<file path="config.mk">
export PLATFORM = sky130hd
export DESIGN_NAME = alu8_status_core
export DESIGN_NICKNAME = d
export VERILOG_FILES = /design/src/rtl/alu8_pkg.sv /design/src/rtl/alu8_addsub.sv /design/src/rtl/alu8_bitops.sv /design/src/rtl/alu8_flag_merge.sv /design/src/rtl/alu8_status_core.sv
export SDC_FILE = /design/constraint.sdc
export NUM_CORES = 1
export LEC_CHECK = 0
export CORE_MARGIN = 10
export CORE_UTILIZATION = 45
export DETAILED_ROUTE_END_ITERATION = 8
export PLACE_DENSITY = 0.76
export SYNTH_ARGS = -nofsm -noshare
export SYNTH_HDL_FRONTEND = slang
export SYNTH_SLANG_ARGS = --single-unit
export TNS_END_PERCENT = 1
</file>
<file path="constraint.sdc">
create_clock -name clk -period 7 [get_ports clk]
set_input_delay 1.05 -clock clk [delete_from_list [all_inputs] [get_ports clk]]
set_output_delay 1.05 -clock clk [all_outputs]
set_load 0.02 [all_outputs]
</file>
<file path="src/rtl/alu8_pkg.sv">
package alu8_pkg;

    localparam int DW  = 8;
    localparam int NW  = DW / 2;
    localparam int OPW = 5;
    localparam int SRW = 8;
    localparam int SELW = $clog2(SRW);

    // status bit positions (order is architectural)
    localparam int FC = 0;
    localparam int FZ = 1;
    localparam int FN = 2;
    localparam int FV = 3;
    localparam int FS = 4;
    localparam int FH = 5;
    localparam int FT = 6;
    localparam int FI = 7;

    localparam logic [SRW-1:0] M_FULL  = SRW'((1 << FH) | (1 << FS) | (1 << FV) | (1 << FN) | (1 << FZ) | (1 << FC));
    localparam logic [SRW-1:0] M_LOGIC = SRW'((1 << FS) | (1 << FV) | (1 << FN) | (1 << FZ));
    localparam logic [SRW-1:0] M_NOH   = SRW'((1 << FS) | (1 << FV) | (1 << FN) | (1 << FZ) | (1 << FC));

    typedef enum logic [OPW-1:0] {
        OP_ADD  = 5'd0,
        OP_ADC  = 5'd1,
        OP_SUB  = 5'd2,
        OP_SBC  = 5'd3,
        OP_CP   = 5'd4,
        OP_CPC  = 5'd5,
        OP_AND  = 5'd6,
        OP_OR   = 5'd7,
        OP_XOR  = 5'd8,
        OP_COM  = 5'd9,
        OP_NEG  = 5'd10,
        OP_INC  = 5'd11,
        OP_DEC  = 5'd12,
        OP_LSR  = 5'd13,
        OP_ASR  = 5'd14,
        OP_ROR  = 5'd15,
        OP_LSL  = 5'd16,
        OP_ROL  = 5'd17,
        OP_SWAP = 5'd18,
        OP_FSET = 5'd19,
        OP_FCLR = 5'd20
    } alu_op_e;

    typedef struct packed {
        logic [DW-1:0]  res;
        logic [SRW-1:0] flags;
        logic [SRW-1:0] mask;
    } alu_calc_t;

    typedef struct packed {
        logic [SRW-1:0] status;
    } alu_regs_t;

endpackage

</file>
<file path="src/rtl/alu8_addsub.sv">
module alu8_addsub #(
    parameter int DW = 8
) (
    input  logic [DW-1:0] a,
    input  logic [DW-1:0] b,
    input  logic          cin,
    input  logic          sub,
    output logic [DW-1:0] res,
    output logic          c_out,
    output logic          h_out,
    output logic          v_out
);
    localparam int NW = DW / 2;

    logic [DW:0] full_w;
    logic [NW:0] low_w;

    always_comb begin
        if (sub) begin
            full_w = {1'b0, a} - {1'b0, b} - {{DW{1'b0}}, cin};
            low_w  = {1'b0, a[NW-1:0]} - {1'b0, b[NW-1:0]} - {{NW{1'b0}}, cin};
        end else begin
            full_w = {1'b0, a} + {1'b0, b} + {{DW{1'b0}}, cin};
            low_w  = {1'b0, a[NW-1:0]} + {1'b0, b[NW-1:0]} + {{NW{1'b0}}, cin};
        end
        res   = full_w[DW-1:0];
        c_out = full_w[DW];
        h_out = low_w[NW];
        if (sub)
            v_out = (a[DW-1] != b[DW-1]) && (res[DW-1] != a[DW-1]);
        else
            v_out = (a[DW-1] == b[DW-1]) && (res[DW-1] != a[DW-1]);
    end

endmodule

</file>
<file path="src/rtl/alu8_bitops.sv">
module alu8_bitops
    import alu8_pkg::*;
(
    input  alu_op_e       op,
    input  logic [DW-1:0] a,
    input  logic [DW-1:0] b,
    input  logic          cin,
    output logic [DW-1:0] res,
    output logic          c_out,
    output logic          h_out,
    output logic          v_out
);
    localparam logic [DW-1:0] MIN_NEG = {1'b1, {(DW-1){1'b0}}};
    localparam logic [DW-1:0] MAX_POS = {1'b0, {(DW-1){1'b1}}};

    always_comb begin
        res   = a;
        c_out = 1'b0;
        h_out = 1'b0;
        v_out = 1'b0;
        unique case (op)
            OP_AND: res = a & b;
            OP_OR:  res = a | b;
            OP_XOR: res = a ^ b;
            OP_COM: begin
                res   = ~a;
                c_out = 1'b1;
            end
            OP_INC: begin
                res   = a + 1'b1;
                v_out = (res == MIN_NEG);
            end
            OP_DEC: begin
                res   = a - 1'b1;
                v_out = (res == MAX_POS);
            end
            OP_LSR, OP_ASR, OP_ROR: begin
                c_out = a[0];
                if (op == OP_LSR)
                    res = {1'b0, a[DW-1:1]};
                else if (op == OP_ASR)
                    res = {a[DW-1], a[DW-1:1]};
                else
                    res = {cin, a[DW-1:1]};
                v_out = res[DW-1] ^ c_out;
            end
            OP_LSL, OP_ROL: begin
                c_out = a[DW-1];
                h_out = a[NW-1];
                res   = (op == OP_ROL) ? {a[DW-2:0], cin} : {a[DW-2:0], 1'b0};
                v_out = res[DW-1] ^ c_out;
            end
            OP_SWAP: res = {a[NW-1:0], a[DW-1:NW]};
            default: res = a;
        endcase
    end

endmodule

</file>
<file path="src/rtl/alu8_flag_merge.sv">
module alu8_flag_merge #(
    parameter int SRW = 8
) (
    input  logic [SRW-1:0] cur,
    input  logic           upd,
    input  logic [SRW-1:0] mask,
    input  logic [SRW-1:0] newf,
    output logic [SRW-1:0] nxt
);
    for (genvar i = 0; i < SRW; i++) begin : g_bit
        assign nxt[i] = (upd && mask[i]) ? newf[i] : cur[i];
    end

endmodule

</file>
<file path="src/rtl/alu8_status_core.sv">
module alu8_status_core
    import alu8_pkg::*;
(
    input  logic            clk,
    input  logic            rst_n,
    input  logic            op_valid,
    input  logic [OPW-1:0]  op,
    input  logic [DW-1:0]   opd_a,
    input  logic [DW-1:0]   opd_b,
    input  logic [SELW-1:0] bit_sel,
    output logic [DW-1:0]   result,
    output logic [SRW-1:0]  status
);
    alu_op_e   op_e;
    alu_regs_t st_d, st_q;
    alu_calc_t calc;

    logic [DW-1:0] as_a, as_b, as_res;
    logic          as_cin, as_sub, as_c, as_h, as_v;
    logic [DW-1:0] bo_res;
    logic          bo_c, bo_h, bo_v;
    logic [SRW-1:0] merged;

    logic c_q, z_q;

    assign op_e = alu_op_e'(op);
    assign c_q  = st_q.status[FC];
    assign z_q  = st_q.status[FZ];

    // operand steering for the shared adder/subtractor
    always_comb begin
        as_a   = opd_a;
        as_b   = opd_b;
        as_sub = 1'b0;
        as_cin = 1'b0;
        unique case (op_e)
            OP_ADC:          as_cin = c_q;
            OP_SUB, OP_CP:   as_sub = 1'b1;
            OP_SBC, OP_CPC: begin
                as_sub = 1'b1;
                as_cin = c_q;
            end
            OP_NEG: begin
                as_sub = 1'b1;
                as_a   = '0;
                as_b   = opd_a;
            end
            default: ;
        endcase
    end

    alu8_addsub #(.DW(DW)) addsub_i (
        .a     (as_a),
        .b     (as_b),
        .cin   (as_cin),
        .sub   (as_sub),
        .res   (as_res),
        .c_out (as_c),
        .h_out (as_h),
        .v_out (as_v)
    );

    alu8_bitops bitops_i (
        .op    (op_e),
        .a     (opd_a),
        .b     (opd_b),
        .cin   (c_q),
        .res   (bo_res),
        .c_out (bo_c),
        .h_out (bo_h),
        .v_out (bo_v)
    );

    // result and candidate flags with per-operation mask
    always_comb begin
        logic [DW-1:0] r;
        logic          c, h, v, n, z;
        logic [SRW-1:0] m;

        r = bo_res;
        c = bo_c;
        h = bo_h;
        v = bo_v;
        m = '0;
        unique case (op_e)
            OP_ADD, OP_ADC, OP_SUB, OP_SBC, OP_CP, OP_CPC, OP_NEG: begin
                r = as_res;
                c = as_c;
                h = as_h;
                v = as_v;
                m = M_FULL;
            end
            OP_AND, OP_OR, OP_XOR, OP_INC, OP_DEC: m = M_LOGIC;
            OP_COM, OP_LSR, OP_ASR, OP_ROR:        m = M_NOH;
            OP_LSL, OP_ROL:                        m = M_FULL;
            OP_FSET, OP_FCLR: begin
                r = opd_a;
                m = SRW'(1) << bit_sel;
            end
            default: m = '0;
        endcase

        n = r[DW-1];
        z = (r == '0);
        if (op_e == OP_SBC || op_e == OP_CPC)
            z = z && z_q;

        calc.res  = r;
        calc.mask = m;
        if (op_e == OP_FSET || op_e == OP_FCLR) begin
            calc.flags = {SRW{op_e == OP_FSET}};
        end else begin
            calc.flags     = st_q.status;
            calc.flags[FC] = c;
            calc.flags[FZ] = z;
            calc.flags[FN] = n;
            calc.flags[FV] = v;
            calc.flags[FS] = n ^ v;
            calc.flags[FH] = h;
        end
    end

    alu8_flag_merge #(.SRW(SRW)) merge_i (
        .cur  (st_q.status),
        .upd  (op_valid),
        .mask (calc.mask),
        .newf (calc.flags),
        .nxt  (merged)
    );

    always_comb begin
        st_d        = st_q;
        st_d.status = merged;
    end

    always_ff @(posedge clk or negedge rst_n) begin
        if (!rst_n)
            st_q <= '0;
        else
            st_q <= st_d;
    end

    assign result = calc.res;
    assign status = st_q.status;

endmodule

</file>
=== After elaboration in Yosys (flattened, before gate mapping) ===
Cells that the tools add are included.

* Output and inout bits: 16
* Bits of input ports: 27
* Word-level logic and storage cells: 99
* Register bits: 8

* Multiplexer cells: 22
* Shift operators: 1
* Add/sub/neg operators: 10
* Reduce and logical (&&, ||, !) cells: 26
* Bitwise operators: 7
* Equality and inequality tests: 25

{| class="wikitable"
|+ Operator list
! kind !! number
|-
| $pmux 8 s9 || 1
|-
| $eq 5x4->1 const B || 8
|-
| $mux 8 || 5
|-
| $pmux 8 s4 || 1
|-
| $eq 5x5->1 const B || 5
|-
| $eq 5x3->1 const B || 4
|-
| $pmux 8 s2 || 1
|-
| $logic_and 1x1->1 || 11
|-
| $eq 5x2->1 const B || 2
|-
| $reduce_or 5->1 || 2
|-
| $add 8x8->9 || 1
|-
| $add 9x1->9 || 1
|-
| $mux 1 || 9
|-
| $mux 9 || 1
|-
| $reduce_or 9->1 || 1
|-
| $sub 8x8->9 || 1
|-
| $sub 9x1->9 || 1
|-
| $add 8x1->8 const B || 1
|-
| $and 8x8->8 || 1
|-
| $eq 8x7->1 const B || 1
|-
| $eq 8x8->1 const B || 1
|-
| $logic_not 8->1 || 1
|-
| $not 8->8 || 1
|-
| $or 8x8->8 || 1
|-
| other kinds (22) || 29
|}

=== Logic depth before layout (Yosys ltp) ===
Gate-level depths: netlist of run 1.

* Word-level depth: 11
* Mapped depth: 18
* Gate-level depth less buffers: 16

=== By module ===
From an unflattened synthesis of run 1, not the netlist that was laid out.

* Cell total of the unflattened synthesis: 532
* Area, all modules: 3841.2 um^2

{| class="wikitable"
|+ Modules (own cells, without submodules)
! module !! cells an instance !! times used !! sequential area each (um^2) !! area an instance (um^2)
|-
| alu8_bitops || 245 || 1 || 0.0 || 1622.8
|-
| alu8_status_core || 137 || 1 || 200.2 || 1073.5
|-
| alu8_addsub || 133 || 1 || 0.0 || 983.4
|-
| alu8_flag_merge || 17 || 1 || 0.0 || 161.4
|}

=== Worst setup path after synthesis of run 1 ===
OpenSTA, ideal clock, no wires.

* Path kind: input -> output
* From: input port op[1]
* To: output port result[7]
* Slack: 1986 ps
* Buffers on the path: 4
* Cell stages on the path: 16
* Arrival time: 3964 ps
* Data required time: 5950 ps
* Path through: clkbuf_1 nor2b_1 nand2_2 clkbuf_1 clkbuf_1 o21ai_0 ha_1 inv_1 ha_1 o21a_1 o21a_1 nor3_1 nor2_1 a211oi_1 a21o_1 buf_4

{| class="wikitable"
|+ RTL lines
! item !! RTL line !! source
|-
| start, declared || alu8_status_core.sv:7 || <nowiki>input logic [OPW-1:0] op,</nowiki>
|-
| end, declared || alu8_status_core.sv:11 || <nowiki>output logic [DW-1:0] result,</nowiki>
|}

=== Worst setup path in the final report of run 1 ===
* From: input port op[3]
* To: output port result[6]

* Longest elaborated chain between the ends: 6
* Elaborated cells between the ends (all ways): 40
* Those cells by class: add/sub: 4; eq/ne: 20; mux: 9; reduce/logical: 7

{| class="wikitable"
|+ Ends and longest elaborated chain
! item !! RTL line !! source
|-
| $eq 5x4->1, or another cell as far along || alu8_status_core.sv:36, alu8_status_core.sv:85 ||
|-
| $mux 8 / $reduce_or 3->1 (equally long branches) || - ||
|-
| $add 8x8->9, or another cell as far along || alu8_addsub.sv:23 || <nowiki>full_w = {1'b0, a} + {1'b0, b} + {{DW{1'b0}}, cin};</nowiki>
|-
| $add 9x1->9 / $sub 9x1->9 (equally long branches) || alu8_addsub.sv:23, alu8_addsub.sv:20 ||
|-
| $mux 9 || alu8_addsub.sv:19 || <nowiki>if (sub) begin</nowiki>
|-
| $pmux 8 s2 (*) || alu8_status_core.sv:85 || <nowiki>unique case (op_e)</nowiki>
|}

Every way passes the cells marked *; elsewhere a longest branch is shown, timed or not. The select of a mux whose other input is x is not followed.

==> results of run 1 <==
[Yosys cell counts, types with 8 or more instances]
| cell | count | area, sq um |
|---|---|---|
| a21oi_1 | 30 | 150 |
| a221oi_1 | 9 | 78.8 |
| buf_4 | 9 | 67.6 |
| clkbuf_1 | 22 | 82.6 |
| dfrtp_1 | 8 | 200 |
| ha_1 | 39 | 488 |
| inv_1 | 39 | 146 |
| nand2_1 | 38 | 143 |
| nand3_1 | 8 | 40.0 |
| nor2_1 | 44 | 165 |
| nor3_1 | 13 | 65.1 |
| o21ai_0 | 33 | 165 |
| o22ai_1 | 9 | 56.3 |
| xnor2_1 | 15 | 131 |
[cell type report]
type / count / area, sq um
multi-input cells: 391 / 2740
fillers: 730 / 3400
repair buffers: 54 / 510
well taps: 99 / 124
clock buffers: 3 / 41.3
flip-flops and latches: 8 / 200
inverters: 42 / 158
[power groups by stage]
stage / Combinational, mW / Clock [mW] / Sequential, mW
2_1_floorplan: 0.204 / 0 / 0.0648
3_3_place_gp: 0.298 / 0 / 0.0603
3_5_place_dp: 0.303 / 0 / 0.0606
4_1_cts: 0.304 / 0.0569 / 0.0600
5_1_grt: 0.336 / 0.0592 / 0.0607
6_report: 0.308 / 0.0563 / 0.0601
[how the worst min path moves through the flow]
stage / slack [ps] / cells after the start / endpoint / start
6_report: 470 / 2 / status[2]$_DFFE_PN0P_ / status[2]$_DFFE_PN0P_
5_1_grt: 520 / 1 / status[5]$_DFFE_PN0P_ / status[5]$_DFFE_PN0P_
4_1_cts: 480 / 2 / status[2]$_DFFE_PN0P_ / status[2]$_DFFE_PN0P_
3_5_place_dp: 470 / 2 / status[2]$_DFFE_PN0P_ / status[2]$_DFFE_PN0P_
3_3_place_gp: 470 / 2 / status[2]$_DFFE_PN0P_ / status[2]$_DFFE_PN0P_
2_1_floorplan: 580 / 2 / status[2]$_DFFE_PN0P_ / status[2]$_DFFE_PN0P_
[stage by stage]
stage	util, %	hold slack (ps)	power, mW
floorplan	-	580	0.269
global placement	52.0	468	0.358
detailed placement	52.0	470	0.364
CTS	52.6	479	0.421
global route	52.6	525	0.456
finish	52.6	474	0.424
[worst max-delay path: stages]
cell and delay (ps):
clkdlybuf4s50_1 490, nor3b_4 180, buf_4 200, nand2_2 250
nor2_1 180, a21oi_1 90, fa_1 500, fa_1 450
o21a_1 230, nor2_1 150, o21ai_0 160, xnor2_1 150
nor2_1 90, a21oi_1 60, o2111ai_1 310, clkdlybuf4s50_1 680
[per-layer routing]
| layer | vias to the layer above | track usage [%] | part of all wire (%) |
|---|---|---|---|
| met3 | 46 | 4.20 | 9.2 |
| met4 | 0 | 8.24 | 3.9 |
| met2 | 235 | 33.6 | 46 |
| met1 | 1828 | 25.4 | 41 |
| li1 | 1800 | - | - |
| met5 | - | 0 | 0 |
[logic make-up (layout without fill, tap and decap cells)]
| group | count (synthesis) | in the layout | share of synthesized area, % |
|---|---|---|---|
| adder cells (fa/ha/maj) | 43 | 43 | 17.3 |
| AND/OR/NAND/NOR | 163 | 163 | 25.6 |
| buffers and inverters | 82 | 99 | 10.5 |
| flip-flops | 8 | 8 | 6.11 |
| multiplexers | 5 | 5 | 1.72 |
| AO/OA/AOI/OAI | 161 | 161 | 33.6 |
| XOR/XNOR | 19 | 19 | 5.08 |
==> flow_summary.yaml, run 1 <==
synth:
  synthArstFlopShare_pct: 100
  synthCells: 481
  mappedNetlistNets: 551
  seq_area_frac_synth_pct: 6.11
  synth-edff-count: 0
  synthesis.area_per_instance_sq_um: 6.82
  synth.yosys.warnings: 0
  syn_area_sq_um: 3280
  synth_flop_cell: "dfrtp_1"
  synth_cell_type_count: 68
  yosys_register_bits: 8
finish:
  fin_cells: 597
  most_frequent_cells_in_the_layout: "44 x nor2_1, 42 x clkdlybuf4s50_1, 39 x inv_1, 39 x ha_1, 38 x nand2_1"
  largest_register_ff_count: 8
  final_common_cell: "nor2_1"
  final_nets: 570
  diodes_inserted: 0
  area_overhead_vs_synth_pct: 15.1
  post-route-cell-area_sq_um: 3770
  post_route_cells_drive_above_1_share_pct: 6.63
clocking:
  cts_tree: "done"
  clk_pin_slew_worst_paths_ps: 40
  cts_hold_buffers: 0
  clk_root_buffer_cell: "clkbuf_8"
  tritoncts.num_buffers: 3
  htreeDepth: 1
  clock_latency_reported_for_the_late_side_of_the_worst_skew_pair_ps: 230
  cts_repair_resize_count: 0
  cts_buffer_depth: 2
  post-cts-setup-buffer-count: 0
  cts_num_sinks: 8
placement:
  placement.io_buffers: 42
  dp_cells: 594
  placed_cell_area_sq_um: 3730
  finalWeightedCongestion: 0.979
  dp_worst_setup_slack_ps: 797
  dp_hpwl_um: 9090
critical_path:
  worstReg2RegStart: "status[0]$_DFFE_PN0P_"
  worst_setup_path_end_kind: "primary output"
  cp.arrival_ps: 5220
  worst_setup_path_endpoint: "result[6]"
  worstSetupStartpoint: "op[3]"
  r2r.worst_path.cells: 11
  path_class: "input port to primary output"
  critical_path.startpoint_type: "input port"
  worst_path_required_time_ps: 5950
  reg2reg_setup_slack_ps: 3400
  cp_max_fo: 20
  regToRegEndpoint: "status[1]$_DFFE_PN0P_"
power_and_ir_drop:
  switching_power_mw: 0.204
  clock_power_share_pct: 13.3
  power_frac_seq_pct: 14.2
  cellLeakagePower_nw: 1.57
  netSwitchingFraction_pct: 48.0
  powerDensity_nw_per_um2: 113
  vdd_drop_max_mv: 0.0554
  intPower_mw: 0.221
  comb_power_share_pct: 72.6
global_route:
  wire_length_of_the_first_global_routing_pass_um: 19100
  grt_use_total_pct: 20.4
  first_global_vias: 3695
  pin_count_of_the_biggest_net_entering_global_routing: 32
  globalRoute.totalOverflow: 0
  grt_antenna_before_repair: 0
sta:
  fin_skew_ps: 2.43
  timing.final.ws_setup_ps: 729
  finalSetupViolCount: 0
  timing.final.crit_period_ps: 6270
  final_min_period_over_clock_period_pct: 89.6
  finalMaxSlewViolations: 0
  setup_total_negative_slack_ps: 0
  rsz_0062_raised_after_global_routing: "false"
  slew_headroom_pct: 38.7
  hold_viol_final: 0
  tightestPinTransition_ps: 913
  max_freq_ghz: 0.159
routing:
  routed_via_count_divided_by_cell_count: 6.55
  drt-initial-drc-count: 457
  antenna_violating_nets_post_route: 0
  drt_pre_antenna_iters: 5
  routed-via-count: 3909
  drc: 0
  routed_wire_length_per_instance_um: 19.7
  detail_route.wirelength_um: 11800
hold_path:
  min-delay-path-class: "flip-flop to flip-flop"
floorplanning:
  die_height_um: 105
  core_sq_um: 7180
  initial_utilization_pct: 45.7
  dieArea_sq_um: 11100
  floorplan.io_pins: 43
  die_w_um: 105
  floorplan.rows: 31
run_status:
  run_status: "complete, no violations"
job:
  maxCapViolCount: 0
No activity file was read; power rests on OpenSTA's default activity.
==> run 2, diff against run 1 <==
--- a/config.mk
+++ b/config.mk
@@ -8,6 +8,7 @@
 export CORE_MARGIN = 10
 export CORE_UTILIZATION = 45
 export DETAILED_ROUTE_END_ITERATION = 8
+export HOLD_SLACK_MARGIN = 0.03
 export PLACE_DENSITY = 0.76
 export SYNTH_ARGS = -nofsm -noshare
 export SYNTH_HDL_FRONTEND = slang
==> results of run 2 <==
The final DEF is identical to that of run 1; final timing and power are the same.
